===== src/rtl/ivt64_pkg.sv =====
package ivt64_pkg;
  localparam int ADDR_W = 8;
  localparam int BUS_W  = 32;
  localparam int CNT_W  = 2 * BUS_W;
  localparam int PRE_W  = 4;

  localparam logic [ADDR_W-1:0] OFS_CTRL   = 8'h00;
  localparam logic [ADDR_W-1:0] OFS_MODE   = 8'h04;
  localparam logic [ADDR_W-1:0] OFS_PER_LO = 8'h08;
  localparam logic [ADDR_W-1:0] OFS_PER_HI = 8'h0C;
  localparam logic [ADDR_W-1:0] OFS_IEN    = 8'h10;
  localparam logic [ADDR_W-1:0] OFS_STAT   = 8'h1C;
  localparam logic [ADDR_W-1:0] OFS_CNT_LO = 8'h20;
  localparam logic [ADDR_W-1:0] OFS_CNT_HI = 8'h24;

  localparam int BIT_START = 0;
  localparam int BIT_SRST  = 8;
  localparam int BIT_CONT  = 0;
  localparam int BIT_ALT   = 3;
  localparam int BIT_PRE   = 8;
endpackage


===== src/rtl/ivt64_edge_sync.sv =====
module ivt64_edge_sync #(
  parameter int STAGES = 2
) (
  input  logic clk,
  input  logic rst_n,
  input  logic din,
  output logic rise
);
  logic [STAGES:0] sh_q, sh_d;

  always_comb sh_d = {sh_q[STAGES-1:0], din};

  always_ff @(posedge clk or negedge rst_n) begin
    if (!rst_n) sh_q <= '0;
    else        sh_q <= sh_d;
  end

  assign rise = sh_q[STAGES-1] & ~sh_q[STAGES];

  // A rising edge produces a single-cycle pulse
  assert_single_pulse_R7: assert property (@(posedge clk) disable iff (!rst_n)
    rise |=> !rise);
endmodule


===== src/rtl/ivt64_tick_gen.sv =====
module ivt64_tick_gen #(
  parameter int PRE_W = 4
) (
  input  logic             clk,
  input  logic             rst_n,
  input  logic             tick_main,
  input  logic             alt_rise,
  input  logic             sel_alt,
  input  logic [PRE_W-1:0] pres,
  input  logic             clr,
  output logic             step
);
  logic [PRE_W-1:0] phase_q, phase_d;
  logic             tick;

  always_comb begin
    tick    = sel_alt ? alt_rise : tick_main;
    step    = tick && (phase_q >= pres) && !clr;
    phase_d = phase_q;
    if (clr)       phase_d = '0;
    else if (step) phase_d = '0;
    else if (tick) phase_d = phase_q + PRE_W'(1);
  end

  always_ff @(posedge clk or negedge rst_n) begin
    if (!rst_n) phase_q <= '0;
    else        phase_q <= phase_d;
  end

  // With a prescaler value above zero, steps are never back to back
  assert_no_adjacent_step_R6: assert property (@(posedge clk) disable iff (!rst_n)
    (step && pres != '0) ##1 ($stable(pres) && !clr) |-> !step);
endmodule


===== src/rtl/ivt64_counter.sv =====
module ivt64_counter #(
  parameter int CNT_W = 64
) (
  input  logic             clk,
  input  logic             rst_n,
  input  logic             step,
  input  logic             start,
  input  logic             clr,
  input  logic             cont,
  input  logic [CNT_W-1:0] period,
  output logic [CNT_W-1:0] count,
  output logic             running,
  output logic             hit
);
  logic [CNT_W-1:0] cnt_d;
  logic             run_d;

  always_comb begin
    hit   = step && running && (count == period) && !clr;
    cnt_d = count;
    run_d = running;
    if (clr) begin
      cnt_d = '0;
      run_d = 1'b0;
    end else begin
      if (step && running) begin
        if (count == period) begin
          if (cont) cnt_d = '0;
          else      run_d = 1'b0;
        end else begin
          cnt_d = count + CNT_W'(1);
        end
      end
      if (start) run_d = 1'b1;
    end
  end

  always_ff @(posedge clk or negedge rst_n) begin
    if (!rst_n) begin
      count   <= '0;
      running <= 1'b0;
    end else begin
      count   <= cnt_d;
      running <= run_d;
    end
  end

  assert_srst_clears_R3: assert property (@(posedge clk) disable iff (!rst_n)
    clr |=> (count == '0) && !running);
  assert_inc_R4: assert property (@(posedge clk) disable iff (!rst_n)
    (step && running && count != period && !clr) |=> count == $past(count) + CNT_W'(1));
  assert_oneshot_stop_R5: assert property (@(posedge clk) disable iff (!rst_n)
    (hit && !cont && !start) |=> !running);
  assert_idle_hold_R5: assert property (@(posedge clk) disable iff (!rst_n)
    (!running && !clr) |=> $stable(count));
endmodule


===== src/rtl/ivt64_timer.sv =====
module ivt64_timer
  import ivt64_pkg::*;
(
  input  logic              clk,
  input  logic              rst_n,
  input  logic [ADDR_W-1:0] bus_addr,
  input  logic              bus_we,
  input  logic              bus_re,
  input  logic [BUS_W-1:0]  bus_wdata,
  output logic [BUS_W-1:0]  bus_rdata,
  input  logic              tick_main,
  input  logic              tick_alt,
  output logic              irq
);
  logic             mode_cont_q, mode_alt_q, ien_q, stat_q;
  logic [PRE_W-1:0] mode_pre_q;
  logic [BUS_W-1:0] per_hold_q, snap_q;
  logic [CNT_W-1:0] period_q;

  logic             mode_cont_d, mode_alt_d, ien_d, stat_d;
  logic [PRE_W-1:0] mode_pre_d;
  logic [BUS_W-1:0] per_hold_d, snap_d;
  logic [CNT_W-1:0] period_d;

  logic             wr_ctrl, start, clr, rd_stat, rd_cnt_lo;
  logic             alt_rise, step, hit, running;
  logic [CNT_W-1:0] count;

  assign wr_ctrl   = bus_we && (bus_addr == OFS_CTRL);
  assign clr       = wr_ctrl && bus_wdata[BIT_SRST];
  assign start     = wr_ctrl && bus_wdata[BIT_START];
  assign rd_stat   = bus_re && (bus_addr == OFS_STAT);
  assign rd_cnt_lo = bus_re && (bus_addr == OFS_CNT_LO);

  ivt64_edge_sync #(.STAGES(2)) u_alt_sync (
    .clk(clk), .rst_n(rst_n), .din(tick_alt), .rise(alt_rise)
  );

  ivt64_tick_gen #(.PRE_W(PRE_W)) u_tick (
    .clk(clk), .rst_n(rst_n), .tick_main(tick_main), .alt_rise(alt_rise),
    .sel_alt(mode_alt_q), .pres(mode_pre_q), .clr(clr), .step(step)
  );

  ivt64_counter #(.CNT_W(CNT_W)) u_cnt (
    .clk(clk), .rst_n(rst_n), .step(step), .start(start), .clr(clr),
    .cont(mode_cont_q), .period(period_q), .count(count),
    .running(running), .hit(hit)
  );

  always_comb begin
    mode_cont_d = mode_cont_q;
    mode_alt_d  = mode_alt_q;
    mode_pre_d  = mode_pre_q;
    per_hold_d  = per_hold_q;
    period_d    = period_q;
    ien_d       = ien_q;
    snap_d      = snap_q;
    if (bus_we) begin
      unique case (bus_addr)
        OFS_MODE: begin
          mode_cont_d = bus_wdata[BIT_CONT];
          mode_alt_d  = bus_wdata[BIT_ALT];
          mode_pre_d  = bus_wdata[BIT_PRE +: PRE_W];
        end
        OFS_PER_HI: per_hold_d = bus_wdata;
        OFS_PER_LO: period_d   = {per_hold_q, bus_wdata};
        OFS_IEN:    ien_d      = bus_wdata[0];
        default: ;
      endcase
    end
    if (rd_cnt_lo) snap_d = count[CNT_W-1:BUS_W];
    // a match in the same cycle overrides the clear-on-read
    if (hit)          stat_d = 1'b1;
    else if (rd_stat) stat_d = 1'b0;
    else              stat_d = stat_q;
  end

  always_ff @(posedge clk or negedge rst_n) begin
    if (!rst_n) begin
      mode_cont_q <= 1'b0;
      mode_alt_q  <= 1'b0;
      mode_pre_q  <= '0;
      per_hold_q  <= '0;
      period_q    <= '0;
      ien_q       <= 1'b0;
      stat_q      <= 1'b0;
      snap_q      <= '0;
    end else begin
      mode_cont_q <= mode_cont_d;
      mode_alt_q  <= mode_alt_d;
      mode_pre_q  <= mode_pre_d;
      per_hold_q  <= per_hold_d;
      period_q    <= period_d;
      ien_q       <= ien_d;
      stat_q      <= stat_d;
      snap_q      <= snap_d;
    end
  end

  always_comb begin
    bus_rdata = '0;
    unique case (bus_addr)
      OFS_CTRL:   bus_rdata = '0;
      OFS_MODE: begin
        bus_rdata[BIT_CONT]            = mode_cont_q;
        bus_rdata[BIT_ALT]             = mode_alt_q;
        bus_rdata[BIT_PRE +: PRE_W]    = mode_pre_q;
      end
      OFS_PER_LO: bus_rdata = period_q[BUS_W-1:0];
      OFS_PER_HI: bus_rdata = period_q[CNT_W-1:BUS_W];
      OFS_IEN:    bus_rdata[0] = ien_q;
      OFS_STAT:   bus_rdata[0] = stat_q;
      OFS_CNT_LO: bus_rdata = count[BUS_W-1:0];
      OFS_CNT_HI: bus_rdata = snap_q;
      default:    bus_rdata = '0;
    endcase
  end

  assign irq = stat_q & ien_q;

  assert_stat_clear_R8: assert property (@(posedge clk) disable iff (!rst_n)
    (rd_stat && !hit) |=> !stat_q);
  assert_stat_set_wins_R8: assert property (@(posedge clk) disable iff (!rst_n)
    hit |=> stat_q);
  assert_irq_follows_R9: assert property (@(posedge clk) disable iff (!rst_n)
    (hit && ien_q && !(bus_we && bus_addr == OFS_IEN)) |=> irq);
  assert_snap_R10: assert property (@(posedge clk) disable iff (!rst_n)
    rd_cnt_lo |=> snap_q == $past(count[CNT_W-1:BUS_W]));
endmodule


===== config.mk =====
export PLATFORM = sky130hd
export DESIGN_NAME = ivt64_timer
export DESIGN_NICKNAME = d
export VERILOG_FILES = /design/src/rtl/ivt64_pkg.sv /design/src/rtl/ivt64_edge_sync.sv /design/src/rtl/ivt64_tick_gen.sv /design/src/rtl/ivt64_counter.sv /design/src/rtl/ivt64_timer.sv
export SDC_FILE = /design/constraint.sdc
export NUM_CORES = 1
export LEC_CHECK = 0
export BUFFER_PORTS_ARGS = -buffer_cell sky130_fd_sc_hd__buf_4
export CAP_MARGIN = 5
export CELL_PAD_IN_SITES_DETAIL_PLACEMENT = 0
export CELL_PAD_IN_SITES_GLOBAL_PLACEMENT = 1
export CORE_UTILIZATION = 27
export CTS_CLUSTER_SIZE = 8
export DETAILED_ROUTE_END_ITERATION = 12
export PLACE_DENSITY_LB_ADDON = 0.1
export SLEW_MARGIN = 20
export SYNTH_ARGS = -nofsm -noshare
export SYNTH_HDL_FRONTEND = slang
export SYNTH_HIERARCHICAL = 1
export SYNTH_SLANG_ARGS = --single-unit

===== constraint.sdc =====
create_clock -name clk -period 2.27 [get_ports clk]
set_input_delay 0.3405 -clock clk [delete_from_list [all_inputs] [get_ports clk]]
set_output_delay 0.3405 -clock clk [all_outputs]
set_load 0.01 [all_outputs]

==> flow_summary_export.csv <==
group,metric,value,unit
run_status,status,"complete, but fails checks",
run_status,violations,"negative setup slack",
clock_network,clock-sinks,208,
worst_setup_path,path_delay_family,"simple AND/OR/NAND/NOR gates",
timing,slew_headroom,65.1,%
floorplanning,io_pins,79,
routing,drtIter0Drc,593,
placement,io_buffer_count,78,
timing,period_share,101,%
worst_setup_path,r2r_cells,9,
worst_setup_path,worst-path-stages,9,
worst_hold_path,hold_depth,2,
worst_setup_path,path_cells,"xnor2_2, buf_4, nand4_1, nor4_2, buf_4, nand4_1, buf_6, mux2_4, a221oi_2",
grt,grt_overflow,0,
worst_setup_path,crit_path_top_delay_cell,"dfrtp_1",
worst_setup_path,cp-end-kind,"register",
run,max_cap_violations,0,
clock_network,worst_setup_hold_path_clk_slew,0.05,ns
timing,tightest_slew,0.524,ns
floorplanning,core_area,41900,µm²
timing,timing.fmax,436,MHz
routing,vias,10142,
routing,routed_via_density,5.05,
clock_network,clk_latency,0.56,ns
floorplanning,die_area,43400,µm²
cells_and_area,antenna_cells,0,
routing,drt_pass1_iterations,5,
placement,place_congestion,0.822,
power,finalPower,15.0,mW
cells_and_area,post-route-util,40.1,%
power,powerDensity,890,nW/µm²
grt,grt_pass1_wl,67400,µm
routing,drt_wl_total,44800,µm
grt,grt_max_degree,58,
clock_network,cts_tree,"done",
floorplanning,start_util,27.4,%
worst_setup_path,worstPathArrival,2.77,ns
clock_network,cts_made_buffers,30,
synth,synthTopCellsByArea,"dfrtp_1, mux2_2, mux2_1",
worst_setup_path,critPathLaunchType,"register",
routing,drc_errors,0,
clock_network,clock-root-buffer,"clkbuf_16",
synth,ys_async_sr_fraction,100,%
timing,setup_ws,-0.0232,ns
cells_and_area,area_delta_synth_final,46.5,%
timing,clock_skew,0.0145,ns
cells_and_area,finalInstanceArea,16800,µm²
grt,grt_pass1_vias,10471,
synth,syn_avg_cell_area,10.5,µm²
routing,wl_per_cell,22.3,µm
routing,antenna_left,0,
synth,synth_top_area_share,45.3,%
floorplanning,die_width,208,µm
synth,syn-num-nets,1141,
clock_network,clk_path_buf_depth,3,
synth,synth_enable_flop_cells,0,
floorplanning,rows,75,
timing,rsz0062_at_grt,"yes",
synth,synth_area,11500,µm²
worst_setup_path,cpPeakStageDelay,0.45,ns
synth,yosys_warnings,6,
timing,finalSetupViolCount,9,
power,ir_drop,0.565,mV
synth,synth_area_leader_cell,"dfrtp_1",
worst_setup_path,crit_type,"reg -> reg",
grt,antenna_found_initial,0,
synth,ys_seq_area_share,45.3,%
synth,ys_types,68,
worst_hold_path,worstHoldPathType,"in -> reg",
worst_setup_path,crit_fanout,4,
worst_setup_path,crit_buf_inv,3,
clock_network,h-tree-depth,1,
synth,syn-instance-count,1089,
worst_setup_path,cp.required,2.75,ns
timing,whs,0.0411,ns
synth,synth_flop_cell,"dfrtp_1",
timing,finalCriticalPeriod,2.29,ns
timing,hold_viol_final,0,
cells_and_area,fill_cells,4129,
placement,dp_hpwl,32400,µm
cells_and_area,num-nets-final,1514,
power,p_leak,7.59,nW
synth,ys_ff_latch,208,
placement,placed_area,14800,µm²
cells_and_area,layout-drive-gt1-share,41.1,%
timing,slew_viol_final,0,
grt,track_usage,20.6,%
floorplanning,fp.dieH,208,µm
==> final cells by class <==
cell class              instances  area, µm²  area share, %
clock buffers                  38        812           4.82
inverters                      65        244           1.45
repair buffers                417       3730           22.2
flip-flops and latches        208       5220           31.0
multi-input cells             740       6150           36.5
well taps                     539        674           4.01
==> synth_stat cells, types with 9 or more instances <==
library cell,n
nand3_1,48
nand2_1,40
buf_2,25
dfrtp_1,208
mux2_1,62
nor4_1,14
xnor2_1,64
a22oi_1,57
nor2_1,35
o21ai_0,66
nor3_1,24
nand4_1,47
mux2_2,78
o221ai_1,23
o21a_1,15
inv_1,65
and2_1,9
clkbuf_1,40
or3_1,9
o211ai_1,32
a21oi_1,11
==> metal layers <==
metal	part of all wire, %	vias to the layer above	routed length, µm	track usage [%]
met5	0	-	0	0
met4	2.4	0	1090	6.36
met3	3.3	58	1470	2.45
met2	48	202	21500	34.4
met1	46	5074	20700	27.8
li1	-	4808	-	-
==> metrics by stage <==
step                      cells  setup WS [ns]  setup TNS, ns
after global placement     1913         -0.209         -10.24
after detailed placement   1913         -0.167          -7.86
after global routing       2007         -0.136          -4.61
final                      2007        -0.0232        -0.0992
after floorplan            1089        0.00362              0
after CTS                  1989        -0.0553         -0.708
==> sequential cells by signal, indices dropped and copies added (netlist names) <==
signal,cells
ien_q,1
mode_alt_q,1
mode_cont_q,1
mode_pre_q,4
per_hold_q,32
period_q,64
snap_q,32
stat_q,1
u_alt_sync/sh_q,3
u_cnt/count,64
u_cnt/running,1
u_tick/phase_q,4
==> worst register-to-register path, stage by stage, from the launching register on <==
cell      delay (ns)
dfrtp_1         0.45
xnor2_2         0.19
buf_4           0.13
nand4_1         0.11
nor4_2          0.30
buf_4           0.15
nand4_1         0.17
buf_6           0.19
mux2_4          0.30
a221oi_2        0.23
==> final timing paths <==
| check | startpoint | to | slack (ns) |
|---|---|---|---|
| max | period_q[25]$_DFFE_PN0P_ | u_cnt/count[9]$_DFFE_PN0P_ | -0.02 |
| min | bus_wdata[3] | period_q[3]$_DFFE_PN0P_ | 0.04 |
| max reg2reg | period_q[25]$_DFFE_PN0P_ | u_cnt/count[9]$_DFFE_PN0P_ | -0.02 |
| min reg2reg | u_alt_sync/sh_q[0]$_DFF_PN0_ | u_alt_sync/sh_q[1]$_DFF_PN0_ | 0.35 |
| max in group asynchronous | rst_n | period_q[61]$_DFFE_PN0P_ | 1.15 |
| min in group asynchronous | rst_n | u_tick/phase_q[3]$_DFFE_PN0P_ | 0.31 |
==> logic make-up (layout without fill, tap and decap cells) <==
kind of cell | Yosys count | after routing | synth area share, %
xor+xnor | 64 | 64 | 4.88
fa+ha+maj | 6 | 6 | 0.654
buf+inv | 141 | 520 | 5.18
simple gates | 286 | 286 | 15.1
flops | 208 | 208 | 45.3
compound gates | 242 | 242 | 14.9
mux | 142 | 142 | 13.9
==> what timing repair did <==
item / CTS / global route
setup endpoints to repair: 71 / 85
cloned: 5 / 3
pin swaps: 9 / 37
gates resized for setup: 43 / 106
hold buffers: 28 / 0
buffers inserted: 7 / 16
hold endpoints to repair: 95 / 0
==> cells in the final DEF, fill, tap and decap left out, types with 8 or more instances in the layout <==
master / n
clkbuf_16: 34
buf_4: 333
nand4_1: 47
buf_6: 23
o221ai_2: 19
dlygate4sd3_1: 28
o21a_1: 15
or3_1: 9
xnor2_2: 14
nor2_1: 34
mux2_1: 62
nor3_1: 23
nand3_1: 45
inv_1: 65
xnor2_1: 50
dfrtp_1: 194
a22oi_1: 56
mux2_2: 77
buf_12: 23
and2_1: 8
nand2_1: 38
o21ai_1: 28
dfrtp_2: 14
a21oi_1: 11
o211ai_1: 32
o21ai_0: 37
==> power breakdown <==
part | switching, mW | internal (mW) | leakage [nW] | total, mW
registers | 0.739 | 4.35 | 2.67 | 5.09
logic | 2.83 | 2.95 | 4.52 | 5.78
clock network | 1.68 | 2.43 | 0.396 | 4.11
total | 5.25 | 9.73 | 7.59 | 15.0
Power figures use the tool's default switching activity.
